--- src/rtl/vic_pkg.sv ---
`timescale 1ns/1ps
// Package: register offsets and slot control type of the vectored interrupt
// controller. Assumes a source number fits in five bits (at most 32 sources).
package vic_pkg;
    localparam logic [11:0] OFS_IRQ_STAT = 12'h000;
    localparam logic [11:0] OFS_FIQ_STAT = 12'h004;
    localparam logic [11:0] OFS_STEER    = 12'h00C;
    localparam logic [11:0] OFS_EN_SET   = 12'h010;
    localparam logic [11:0] OFS_EN_CLR   = 12'h014;
    localparam logic [11:0] OFS_SW_SET   = 12'h018;
    localparam logic [11:0] OFS_SW_CLR   = 12'h01C;
    localparam logic [11:0] OFS_LOCK     = 12'h020;
    localparam logic [11:0] OFS_CUR_VEC  = 12'h030;
    localparam logic [11:0] OFS_DEF_VEC  = 12'h034;
    localparam logic [3:0]  PAGE_VEC     = 4'h1;
    localparam logic [3:0]  PAGE_CTL     = 4'h2;
    localparam logic [7:0]  ID_ROW       = 8'hFE;

    typedef struct packed {
        logic       en;
        logic [4:0] src;
    } slot_ctl_t;
endpackage

--- src/rtl/vic_regs.sv ---
`timescale 1ns/1ps
// Module: vic_regs
// Holds the software-visible state (enable, software raise, steering, lock,
// slot table, default address), forms the masked pending vectors and the
// combinational read mux. Assumes NUM_SRC <= 32 and NUM_SLOT <= 64.
module vic_regs
    import vic_pkg::*;
#(
    parameter int unsigned NUM_SRC  = 32,
    parameter int unsigned NUM_SLOT = 16,
    parameter int unsigned VEC_W    = 32,
    parameter logic [31:0] ID_WORD  = 32'h0053_7A21
) (
    input  logic                clk,
    input  logic                rst_n,
    input  logic [11:0]         bus_addr,
    input  logic [31:0]         bus_wdata,
    input  logic                bus_we,
    input  logic                bus_priv,
    input  logic [NUM_SRC-1:0]  src_req,
    input  logic [VEC_W-1:0]    vec_rd_val,
    output logic [31:0]         bus_rdata,
    output logic                wr_acc,
    output logic [NUM_SRC-1:0]  irq_pend,
    output logic [NUM_SRC-1:0]  fiq_pend,
    output slot_ctl_t           slot_ctl [NUM_SLOT],
    output logic [VEC_W-1:0]    slot_vec [NUM_SLOT],
    output logic [VEC_W-1:0]    def_vec
);
    localparam int unsigned SLOT_W = (NUM_SLOT > 1) ? $clog2(NUM_SLOT) : 1;

    logic [NUM_SRC-1:0] en_q, soft_q, steer_q, wmask, eff_req;
    logic               lock_q;
    logic [SLOT_W-1:0]  slot_idx;
    logic               in_vec_win, in_ctl_win, in_id_row;

    assign wmask      = bus_wdata[NUM_SRC-1:0];
    assign wr_acc     = bus_we && (bus_priv || !lock_q);
    assign slot_idx   = bus_addr[SLOT_W+1:2];
    assign in_vec_win = (bus_addr[11:8] == PAGE_VEC) && (32'(bus_addr[7:2]) < NUM_SLOT)
                        && (bus_addr[1:0] == 2'b00);
    assign in_ctl_win = (bus_addr[11:8] == PAGE_CTL) && (32'(bus_addr[7:2]) < NUM_SLOT)
                        && (bus_addr[1:0] == 2'b00);
    assign in_id_row  = (bus_addr[11:4] == ID_ROW) && (bus_addr[1:0] == 2'b00);

    // effective request and its split onto the two request lines
    assign eff_req  = src_req | soft_q;
    assign irq_pend = eff_req & en_q & ~steer_q;
    assign fiq_pend = eff_req & en_q & steer_q;

    // global control registers: steering, enable, software raise, lock, default
    always_ff @(posedge clk) begin
        if (!rst_n) begin
            en_q    <= '0;
            soft_q  <= '0;
            steer_q <= '0;
            lock_q  <= 1'b0;
            def_vec <= '0;
        end else if (wr_acc) begin
            case (bus_addr)
                OFS_STEER:   steer_q <= wmask;
                OFS_EN_SET:  en_q    <= en_q | wmask;
                OFS_EN_CLR:  en_q    <= en_q & ~wmask;
                OFS_SW_SET:  soft_q  <= soft_q | wmask;
                OFS_SW_CLR:  soft_q  <= soft_q & ~wmask;
                OFS_LOCK:    lock_q  <= bus_wdata[0];
                OFS_DEF_VEC: def_vec <= bus_wdata[VEC_W-1:0];
                default: ;
            endcase
        end
    end

    // one address word and one control word per vector slot
    for (genvar g = 0; g < NUM_SLOT; g++) begin : g_slot
        always_ff @(posedge clk) begin
            if (!rst_n) begin
                slot_vec[g] <= '0;
                slot_ctl[g] <= '0;
            end else if (wr_acc && (32'(slot_idx) == g)) begin
                if (in_vec_win) slot_vec[g] <= bus_wdata[VEC_W-1:0];
                if (in_ctl_win) slot_ctl[g] <= bus_wdata[5:0];
            end
        end
    end

    // combinational read mux over all mapped offsets
    always_comb begin
        bus_rdata = '0;
        case (bus_addr)
            OFS_IRQ_STAT: bus_rdata[NUM_SRC-1:0] = irq_pend;
            OFS_FIQ_STAT: bus_rdata[NUM_SRC-1:0] = fiq_pend;
            OFS_STEER:    bus_rdata[NUM_SRC-1:0] = steer_q;
            OFS_EN_SET:   bus_rdata[NUM_SRC-1:0] = en_q;
            OFS_SW_SET:   bus_rdata[NUM_SRC-1:0] = soft_q;
            OFS_LOCK:     bus_rdata[0]           = lock_q;
            OFS_CUR_VEC:  bus_rdata[VEC_W-1:0]   = vec_rd_val;
            OFS_DEF_VEC:  bus_rdata[VEC_W-1:0]   = def_vec;
            default: begin
                if (in_vec_win)      bus_rdata[VEC_W-1:0] = slot_vec[slot_idx];
                else if (in_ctl_win) bus_rdata[5:0]       = slot_ctl[slot_idx];
                else if (in_id_row)  bus_rdata[7:0]       = ID_WORD[{bus_addr[3:2], 3'b000} +: 8];
            end
        endcase
    end

    AST_EN_CLEARED: assert property (@(posedge clk) disable iff (!rst_n)
        (wr_acc && bus_addr == OFS_EN_CLR) |=> ((en_q & $past(wmask)) == '0));
    AST_SOFT_RAISED: assert property (@(posedge clk) disable iff (!rst_n)
        (wr_acc && bus_addr == OFS_SW_SET) |=> ((soft_q & $past(wmask)) == $past(wmask)));
    AST_LOCK_HOLDS: assert property (@(posedge clk) disable iff (!rst_n)
        (bus_we && lock_q && !bus_priv) |=> ($stable(en_q) && $stable(steer_q) && $stable(soft_q) && $stable(lock_q)));
endmodule

--- src/rtl/vic_prio.sv ---
`timescale 1ns/1ps
// Module: vic_prio
// Matches pending normal-line sources against the slot table, picks the
// lowest eligible slot, and tracks nested in-service levels as a bit mask
// (one bit per slot plus one for the default level). Assumes vec_take and
// vec_ack are never high in the same cycle.
module vic_prio
    import vic_pkg::*;
#(
    parameter int unsigned NUM_SRC  = 32,
    parameter int unsigned NUM_SLOT = 16,
    parameter int unsigned VEC_W    = 32
) (
    input  logic               clk,
    input  logic               rst_n,
    input  logic [NUM_SRC-1:0] irq_pend,
    input  slot_ctl_t          slot_ctl [NUM_SLOT],
    input  logic [VEC_W-1:0]   slot_vec [NUM_SLOT],
    input  logic [VEC_W-1:0]   def_vec,
    input  logic               vec_take,
    input  logic               vec_ack,
    output logic [VEC_W-1:0]   vec_rd_val
);
    localparam int unsigned LVLS    = NUM_SLOT + 1;
    localparam int unsigned DEF_LVL = NUM_SLOT;

    logic [LVLS-1:0]     svc_q, open_lvl, push_lvl, pop_lvl;
    logic [NUM_SLOT-1:0] slot_hit, grant;
    logic [NUM_SRC-1:0]  bound;
    logic                found, use_def, seen;
    logic [VEC_W-1:0]    win_vec;

    // a slot hits when enabled and its bound source is pending on the normal line
    for (genvar g = 0; g < NUM_SLOT; g++) begin : g_hit
        assign slot_hit[g] = slot_ctl[g].en && irq_pend[slot_ctl[g].src];
    end

    // sources claimed by at least one enabled slot
    always_comb begin
        bound = '0;
        for (int i = 0; i < NUM_SLOT; i++) begin
            if (slot_ctl[i].en) bound[slot_ctl[i].src] = 1'b1;
        end
    end

    // a level is open when no level of equal or higher priority is in service
    always_comb begin
        seen = 1'b0;
        for (int i = 0; i < LVLS; i++) begin
            seen        = seen | svc_q[i];
            open_lvl[i] = !seen;
        end
    end

    // lowest-index eligible slot wins; otherwise the default address is shown
    always_comb begin
        grant   = '0;
        found   = 1'b0;
        win_vec = def_vec;
        for (int i = 0; i < NUM_SLOT; i++) begin
            if (!found && slot_hit[i] && open_lvl[i]) begin
                grant[i] = 1'b1;
                found    = 1'b1;
                win_vec  = slot_vec[i];
            end
        end
    end

    assign use_def    = !found && open_lvl[DEF_LVL] && (|(irq_pend & ~bound));
    assign vec_rd_val = win_vec;
    assign push_lvl   = vec_take ? {use_def, grant} : '0;
    assign pop_lvl    = vec_ack ? (svc_q & (~svc_q + LVLS'(1))) : '0;

    // in-service mask: push on vector read, retire the most urgent on acknowledge
    always_ff @(posedge clk) begin
        if (!rst_n) svc_q <= '0;
        else        svc_q <= (svc_q & ~pop_lvl) | push_lvl;
    end

    AST_GRANT_ONEHOT: assert property (@(posedge clk) disable iff (!rst_n)
        $onehot0(grant));
    AST_NEST_DEEPER: assert property (@(posedge clk) disable iff (!rst_n)
        (vec_take && found && !vec_ack) |=> ($countones(svc_q) == $past($countones(svc_q)) + 1));
    AST_POP_ONE: assert property (@(posedge clk) disable iff (!rst_n)
        (vec_ack && !vec_take && (svc_q != '0)) |=> ($countones(svc_q) + 1 == $past($countones(svc_q))));
endmodule

--- src/rtl/irq_vector_ctrl.sv ---
`timescale 1ns/1ps
// Module: irq_vector_ctrl (top)
// Vectored interrupt controller: register file plus slot priority logic.
// Assumes NUM_SRC <= 32 and that bus strobes are single-cycle per access.
module irq_vector_ctrl
    import vic_pkg::*;
#(
    parameter int unsigned NUM_SRC  = 32,
    parameter int unsigned NUM_SLOT = 16,
    parameter int unsigned VEC_W    = 32,
    parameter logic [31:0] ID_WORD  = 32'h0053_7A21
) (
    input  logic               clk,
    input  logic               rst_n,
    input  logic [11:0]        bus_addr,
    input  logic [31:0]        bus_wdata,
    input  logic               bus_we,
    input  logic               bus_re,
    input  logic               bus_priv,
    output logic [31:0]        bus_rdata,
    input  logic [NUM_SRC-1:0] src_req,
    output logic               irq_o,
    output logic               fiq_o
);
    logic [NUM_SRC-1:0] irq_pend, fiq_pend;
    slot_ctl_t          slot_ctl [NUM_SLOT];
    logic [VEC_W-1:0]   slot_vec [NUM_SLOT];
    logic [VEC_W-1:0]   def_vec, vec_rd_val;
    logic               wr_acc, vec_take, vec_ack;

    assign vec_take = bus_re && (bus_addr == OFS_CUR_VEC);
    assign vec_ack  = wr_acc && (bus_addr == OFS_CUR_VEC);

    vic_regs #(.NUM_SRC(NUM_SRC), .NUM_SLOT(NUM_SLOT), .VEC_W(VEC_W), .ID_WORD(ID_WORD)) u_regs (
        .clk(clk), .rst_n(rst_n), .bus_addr(bus_addr), .bus_wdata(bus_wdata),
        .bus_we(bus_we), .bus_priv(bus_priv), .src_req(src_req), .vec_rd_val(vec_rd_val),
        .bus_rdata(bus_rdata), .wr_acc(wr_acc), .irq_pend(irq_pend), .fiq_pend(fiq_pend),
        .slot_ctl(slot_ctl), .slot_vec(slot_vec), .def_vec(def_vec)
    );

    vic_prio #(.NUM_SRC(NUM_SRC), .NUM_SLOT(NUM_SLOT), .VEC_W(VEC_W)) u_prio (
        .clk(clk), .rst_n(rst_n), .irq_pend(irq_pend), .slot_ctl(slot_ctl),
        .slot_vec(slot_vec), .def_vec(def_vec), .vec_take(vec_take), .vec_ack(vec_ack),
        .vec_rd_val(vec_rd_val)
    );

    // request lines are plain reductions of the masked pending vectors
    assign irq_o = |irq_pend;
    assign fiq_o = |fiq_pend;

    AST_FIQ_LINE: assert property (@(posedge clk) disable iff (!rst_n)
        fiq_o |-> (bus_rdata != '0 || bus_addr != OFS_FIQ_STAT));
endmodule

--- config.mk ---
export PLATFORM = sky130hd
export DESIGN_NAME = irq_vector_ctrl
export DESIGN_NICKNAME = d
export VERILOG_FILES = /design/src/rtl/vic_pkg.sv /design/src/rtl/vic_regs.sv /design/src/rtl/vic_prio.sv /design/src/rtl/irq_vector_ctrl.sv
export SDC_FILE = /design/constraint.sdc
export NUM_CORES = 2
export LEC_CHECK = 0
export ABC_AREA = 1
export BUFFER_PORTS_ARGS = -buffer_cell sky130_fd_sc_hd__buf_2
export CAP_MARGIN = 5
export CORE_MARGIN = 3
export CORE_UTILIZATION = 25
export CTS_CLUSTER_DIAMETER = 100
export DETAILED_ROUTE_END_ITERATION = 10
export GPL_TIMING_DRIVEN = 0
export PLACE_DENSITY_LB_ADDON = 0.08
export SLEW_MARGIN = 20
export SYNTH_ARGS = -nofsm -noshare
export SYNTH_HDL_FRONTEND = slang
export SYNTH_HIERARCHICAL = 1
export SYNTH_SLANG_ARGS = --single-unit
--- constraint.sdc ---
create_clock -name clk -period 5.3 [get_ports clk]
set_input_delay 0.53 -clock clk [delete_from_list [all_inputs] [get_ports clk]]
set_output_delay 0.53 -clock clk [all_outputs]
set_load 0.05 [all_outputs]
-- Word-level counts from Yosys, hierarchy flattened
Index checks and enable logic that the tools add are counted.
- $add $sub $neg: 1
- $lt $le $gt $ge: 34
- equal/unequal tests: 27
- shifts and indexed selects: 1
- muxes and demuxes: 144
- bitwise gates (word level): 49
- reductions and logical operators: 169
- operator list (operator ; number):
    $mux 32 ; 34
    $or 32x32->32 ; 18
    $pmux 31 s8 ; 1
    $and 32x32->32 ; 6
    $bmux 32 s4 ; 1
    $pmux 32 s2 ; 2
    $lt 5x6->1 const B ; 16
    $not 32->32 ; 3
    $reduce_or 32->1 ; 3
    $logic_and 1x1->1 ; 89
    $bmux 1 s5 ; 16
    $demux 1 s5 ; 16
    $ge 5x1->1 const B ; 16
    $reduce_and 2->1 ; 37
    $mux 1 ; 63
    $eq 12x5->1 const B ; 4
    $eq 12x6->1 const B ; 3
    $and 17x17->17 ; 2
    $logic_not 1->1 ; 34
    $mux 17 ; 2
    $not 17->17 ; 2
    $eq 4x4->1 const B ; 8
    $shiftx 32x6->8 const A ; 1
    $bmux 6 s4 ; 1
    other kinds (22) ; 47
- register bits after elaboration: 754
- input port bits: 81
- output and inout bits: 34
- logic and storage cells: 479

-- Depth between registers and ports, before layout
- depth after elaboration: 73
- mapped depth: 38
- gate-level depth less buffers: 37

-- By module
Netlist, hierarchy kept.
- modules (own cells, without submodules) (module ; times used ; cells each ; area an instance (um^2) ; sequential area each (um^2)):
    vic_regs ; 1 ; 4605 ; 32815.2 ; 14754.2
    vic_prio ; 1 ; 2615 ; 12017.8 ; 320.3
    irq_vector_ctrl ; 1 ; 104 ; 409.1 ; 0.0

-- Worst setup path before layout
OpenSTA, ideal clock, no wires.
- kind: input -> output
- from: input src_req[9]
- to: output bus_rdata[0]
- arrival time: 4.132 ns
- setup slack: 0.638 ns
- stages: 32
- path buffers: 2
- cells stage by stage: o21ai_0 nor2_1 clkbuf_1 a21oi_1 o21ai_1 a21oi_1 nor2_1 nor2_1 nor2_1 inv_2 nand3_1 nor3_2 nand2_1 nor2_2 nand2_1 nor2_1 nand2_1 nor2_1 nand2_2 nor2_4 nand2_2 nor4_4 buf_2 nor2_1 nand2_1 nand2_1 nand4_1 nand2_1 nor2_1 nand2_1 inv_1 nand3_1
- longest elaborated chain between the ends: 69
- elaborated cells on any way between the ends: 129
- classes of those cells: 64 x mux; 3 x bitwise; 62 x reduce/logical
- ends and longest elaborated chain (item ; line ; source):
    from (decl) ; irq_vector_ctrl.sv:21 ; input logic [NUM_SRC-1:0] src_req,
    $or 32x32->32 * ; vic_regs.sv:47 ; assign eff_req = src_req | soft_q;
    $and 32x32->32 * (2 in series) ; vic_regs.sv:48 ; assign irq_pend = eff_req & en_q & ~steer_q;
    net irq_pend[9] ; irq_vector_ctrl.sv:25 ; logic [NUM_SRC-1:0] irq_pend, fiq_pend;
    $bmux 1 s5 ; vic_prio.sv:35 ; assign slot_hit[g] = slot_ctl[g].en && irq_pend[slot_ctl[g].src];
    $mux 1 (implied by the code) ; vic_prio.sv:35 ;
    $logic_and 1x1->1 ; vic_prio.sv:35 ;
    $logic_and 1x1->1 ; vic_prio.sv:61 ; if (!found && slot_hit[i] && open_lvl[i]) begin
    $mux 1 ; vic_prio.sv:61 ;
    [... 52 more ...] ; - ;
    $logic_not 1->1 ; vic_prio.sv:61 ;
    $logic_and 1x1->1 (2 in series) ; vic_prio.sv:61 ;
    $mux 1 ; vic_prio.sv:61 ;
    $logic_not 1->1 ; vic_prio.sv:61 ;
    $logic_and 1x1->1 (2 in series) ; vic_prio.sv:61 ;
    $mux 32 * ; vic_prio.sv:61 ;
    net vec_rd_val[0] ; irq_vector_ctrl.sv:28 ; logic [VEC_W-1:0] def_vec, vec_rd_val;
    $pmux 1 s8 * ; vic_regs.sv:89 ; case (bus_addr)
    to (decl) ; irq_vector_ctrl.sv:20 ; output logic [31:0] bus_rdata,
Mark *: on every way through the listed nets, which the timed path passes. The rest lies on a longest branch. The select of a mux whose other input is x is not followed.

==> flow_summary.yaml <==
yosys:
  synth_top_family_by_area: "compound AO/OA/AOI/OAI gates"
  yosys.area.top_type: "dfxtp_1"
  synth.avg_cell_area_um2: 6.177
  synthTopCellsByArea: "dfxtp_1 (33%), nand2_1 (12%), o21ai_0 (12%), a21oi_1 (10%), nand3_1 (5.7%)"
  synthesis.area_um2: 45240
  syn-num-nets: 7409
  syn_inst: 7324
  yosysWarnings: 6
  synthAdderAreaFrac: 0.001106
  synth_mux_area_frac: 0
  synthXorXnorAreaFrac: 0
  synth_top_area_share: 0.3332
  yosysUniqueCellTypes: 43
  synth_seq_cells: 753
  yosysSeqAreaShare: 0.3332
  synth_simple_gate_area_frac: 0.2745
  synth_compound_area_frac: 0.2867
drt:
  first_pass_iters: 7
  vias: 56590
  drt_wl_total_mm: 302.2
  ant_nets: 0
  drc_errors: 0
  drt_iter0_markers: 7771
  via_per_inst: 5.580
  wire_per_inst_um: 29.80
die:
  rows: 155
  initial_utilization: 0.2525
  die_h_um: 431.4
  num_io_pins: 115
  core_um2: 179200
  dieArea_um2: 186100
  die_w_um: 431.4
worst_setup_path:
  end_kind: "output port"
  startpoint_type: "flop"
  critical_path_class: "reg -> out"
  crit_fanout: 6
  crit_required_ns: 4.77
  max_stage_delay_ns: 0.43
  slowest_stage: "nand3b_1"
  arrival_ns: 5.62
  crit_top_cell: "nand2_1"
global_routing:
  grt_start_max_net_pins: 15
  grt_pass1_wl_mm: 407.1
  grt_pass1_vias: 51550
  overflow: 0
  antenna_found_initial: 12
  track_usage: 0.3087
status:
  status: "finished with violations"
  violations: "setup timing"
run:
  drv_cap: 0
pwr:
  p_leak_nw: 22.78
  p_sw_mw: 3.875
  powerDensity_nw_per_um2: 248.3
  p_seq_frac: 0.404
  ir_worst_vdd_mv: 0.2301
  switching_share: 0.2766
  pwr-share-comb: 0.078
  clock_power_share: 0.518
  p_int_mw: 10.14
clock_tree:
  htree_levels: 3
  root_buffer: "clkbuf_16"
  cts_tree: "done"
  clock-sinks: 753
  insertion_delay_ns: 0.75
  clock_path_buffers: 3
  cts_made_buffers: 101
  cts_hold_buffers: 0
  path_clk_slew_ns: 0.06
sta:
  finalSetupViolations: 32
  layout_setup_ws_ns: -0.8473
  finalHoldViolCount: 0
  fin_worst_skew_ns: 0.04965
  period_minus_slack_ns: 6.147
  finalCritPeriodShare: 1.160
  slew-limit-headroom: 0.1299
  drv_slew: 0
  worst_pin_slew_ns: 1.305
  grt_setup_unrepaired: "yes"
  fmax_mhz: 162.7
  fin_tns_setup_ns: -21.72
worst_hold_path:
  hold_path_class: "in -> reg"
final_layout:
  fin_util: 0.3150
  area_growth_pct: 24.75
  fillers: 20270
  nets: 7785
  final_area_um2: 56440
  drive_gt1_frac: 0.1416
placed_design:
  place_congestion: 0.9702
  io_buffers: 114
  dp_hpwl_mm: 235.0
  place_area_um2: 49060
-- layout by cell type (no fill, tap or decap), types with 8 or more instances in the layout --
cell type	count
buf_6	74
nand3_2	40
inv_1	455
nor3_2	15
o22ai_1	51
dfxtp_2	16
a21oi_1	926
or2_2	64
clkbuf_1	339
nor2_1	621
o211ai_1	116
nand2_2	56
clkbuf_16	111
o21ai_2	18
buf_1	18
nor2_4	54
clkinv_1	54
o21ai_0	1062
bufinv_16	10
buf_2	186
buf_4	124
o221ai_1	20
dfxtp_1	730
inv_2	31
clkbuf_4	22
clkbuf_2	38
nor2_2	32
nand2_1	1414
nand3_4	18
nand3_1	462
nand4_1	89
buf_12	42
clkbuf_8	28
buf_8	33
clkinv_2	20
nor2_8	8
o21ai_4	8
o21ai_1	296
-- cell families after synthesis --
kind of cell               count (synthesis)
and+or+nand+nor                         2909
DFF                                      753
adders and majority gates                  4
buffers and inverters                   1155
AOI/OAI and AO/OA                       2503
-- layout make-up --
cell class              instances  area [µm²]  share of cell area
well taps                    2355        2947             0.05221
diodes                          6       15.01           0.0002660
plain buffers                 599        3425             0.06068
clock inverters                39       520.5            0.009222
clock buffers                 145        2904             0.05145
flip-flops and latches        753       15120              0.2679
inverters                     554        2166             0.03837
multi-input cells            5417       26700              0.4731
repair buffers                274        2644             0.04684
-- routing by layer --
metal / track usage / wire length (µm)
met5: 0 / 0
met4: 0.1483 / 16550
met3: 0.05303 / 25720
met2: 0.4707 / 129800
met1: 0.4207 / 130100
-- repair_timing --
| item | CTS | global route |
|---|---|---|
| resized for setup | 546 | 237 |
| buffers inserted | 93 | 50 |
| endpoints found under the setup margin | 38 | 32 |
| cloned | 4 | 3 |
| pin swaps | 83 | 77 |
-- flip-flops by register name, indices dropped and copies added (netlist names), named ones only --
name / count
u_regs/slot_ctl: 96
u_regs/steer_q: 32
u_regs/def_vec: 32
u_prio/svc_q: 16
u_regs/slot_vec: 512
u_regs/lock_q: 1
-- final timing paths --
kind	slack, ns	depth (start not counted)	startpoint	end
hold reg to reg	0.47	2	u_regs/def_vec[31]	u_regs/def_vec[31]
hold / removal	0.1	3	bus_wdata[17]	flop
setup / recovery	-0.85	36	flop	bus_rdata[2]
setup reg to reg	0.99	28	flop	u_prio/svc_q[15]
-- cells in the mapped netlist (all sizes together) --
| master | number |
|---|---|
| o22ai | 51 |
| nand4 | 90 |
| clkinv | 56 |
| dfxtp | 753 |
| o21ai | 1384 |
| and2 | 5 |
| nor2 | 715 |
| buf | 174 |
| nand2 | 1479 |
| nor4 | 2 |
| nand3b | 6 |
| inv | 498 |
| o221ai | 20 |
| ha | 4 |
| o21bai | 1 |
| o211ai | 116 |
| o2111a | 1 |
| a311oi | 1 |
| a31oi | 2 |
| nor3 | 24 |
| nand3 | 520 |
| clkbuf | 427 |
| or2 | 68 |
| a21oi | 927 |
-- power groups by stage --
stage               Clock, mW  Sequential (mW)  Combinational (mW)
floorplan                   0             5.79               0.440
global placement            0             5.79                1.04
detailed placement          0             5.79                1.04
CTS                      7.37             5.66                1.05
global route             7.57             5.66                1.10
finish                   7.26             5.66                1.09
-- stage by stage --
| stage | hold WS (ns) | cells | total power, mW | worst slack (ns) |
|---|---|---|---|---|
| 3_5_place_dp | 0.4575 | 9807 | 6.830 | -3.711 |
| 3_3_place_gp | 0.4577 | 9793 | 6.823 | -4.510 |
| 4_1_cts | 0.04537 | 10090 | 14.08 | -0.8169 |
| 2_1_floorplan | 0.4368 | 7324 | 6.226 | 0.6383 |
| 5_1_grt | 0.07622 | 10140 | 14.33 | -0.9343 |
| 6_report | 0.09958 | 10140 | 14.01 | -0.8473 |
-- critical path: cells and delay by family, from the launching register on --
| family | cells | cell delay [ns] |
|---|---|---|
| buffers and inverters | 9 | 1.34 |
| flip-flops | 1 | 0.36 |
| AND/OR/NAND/NOR | 24 | 2.84 |
| AO/OA/AOI/OAI | 3 | 0.24 |
(Power assumes the default switching activity.)
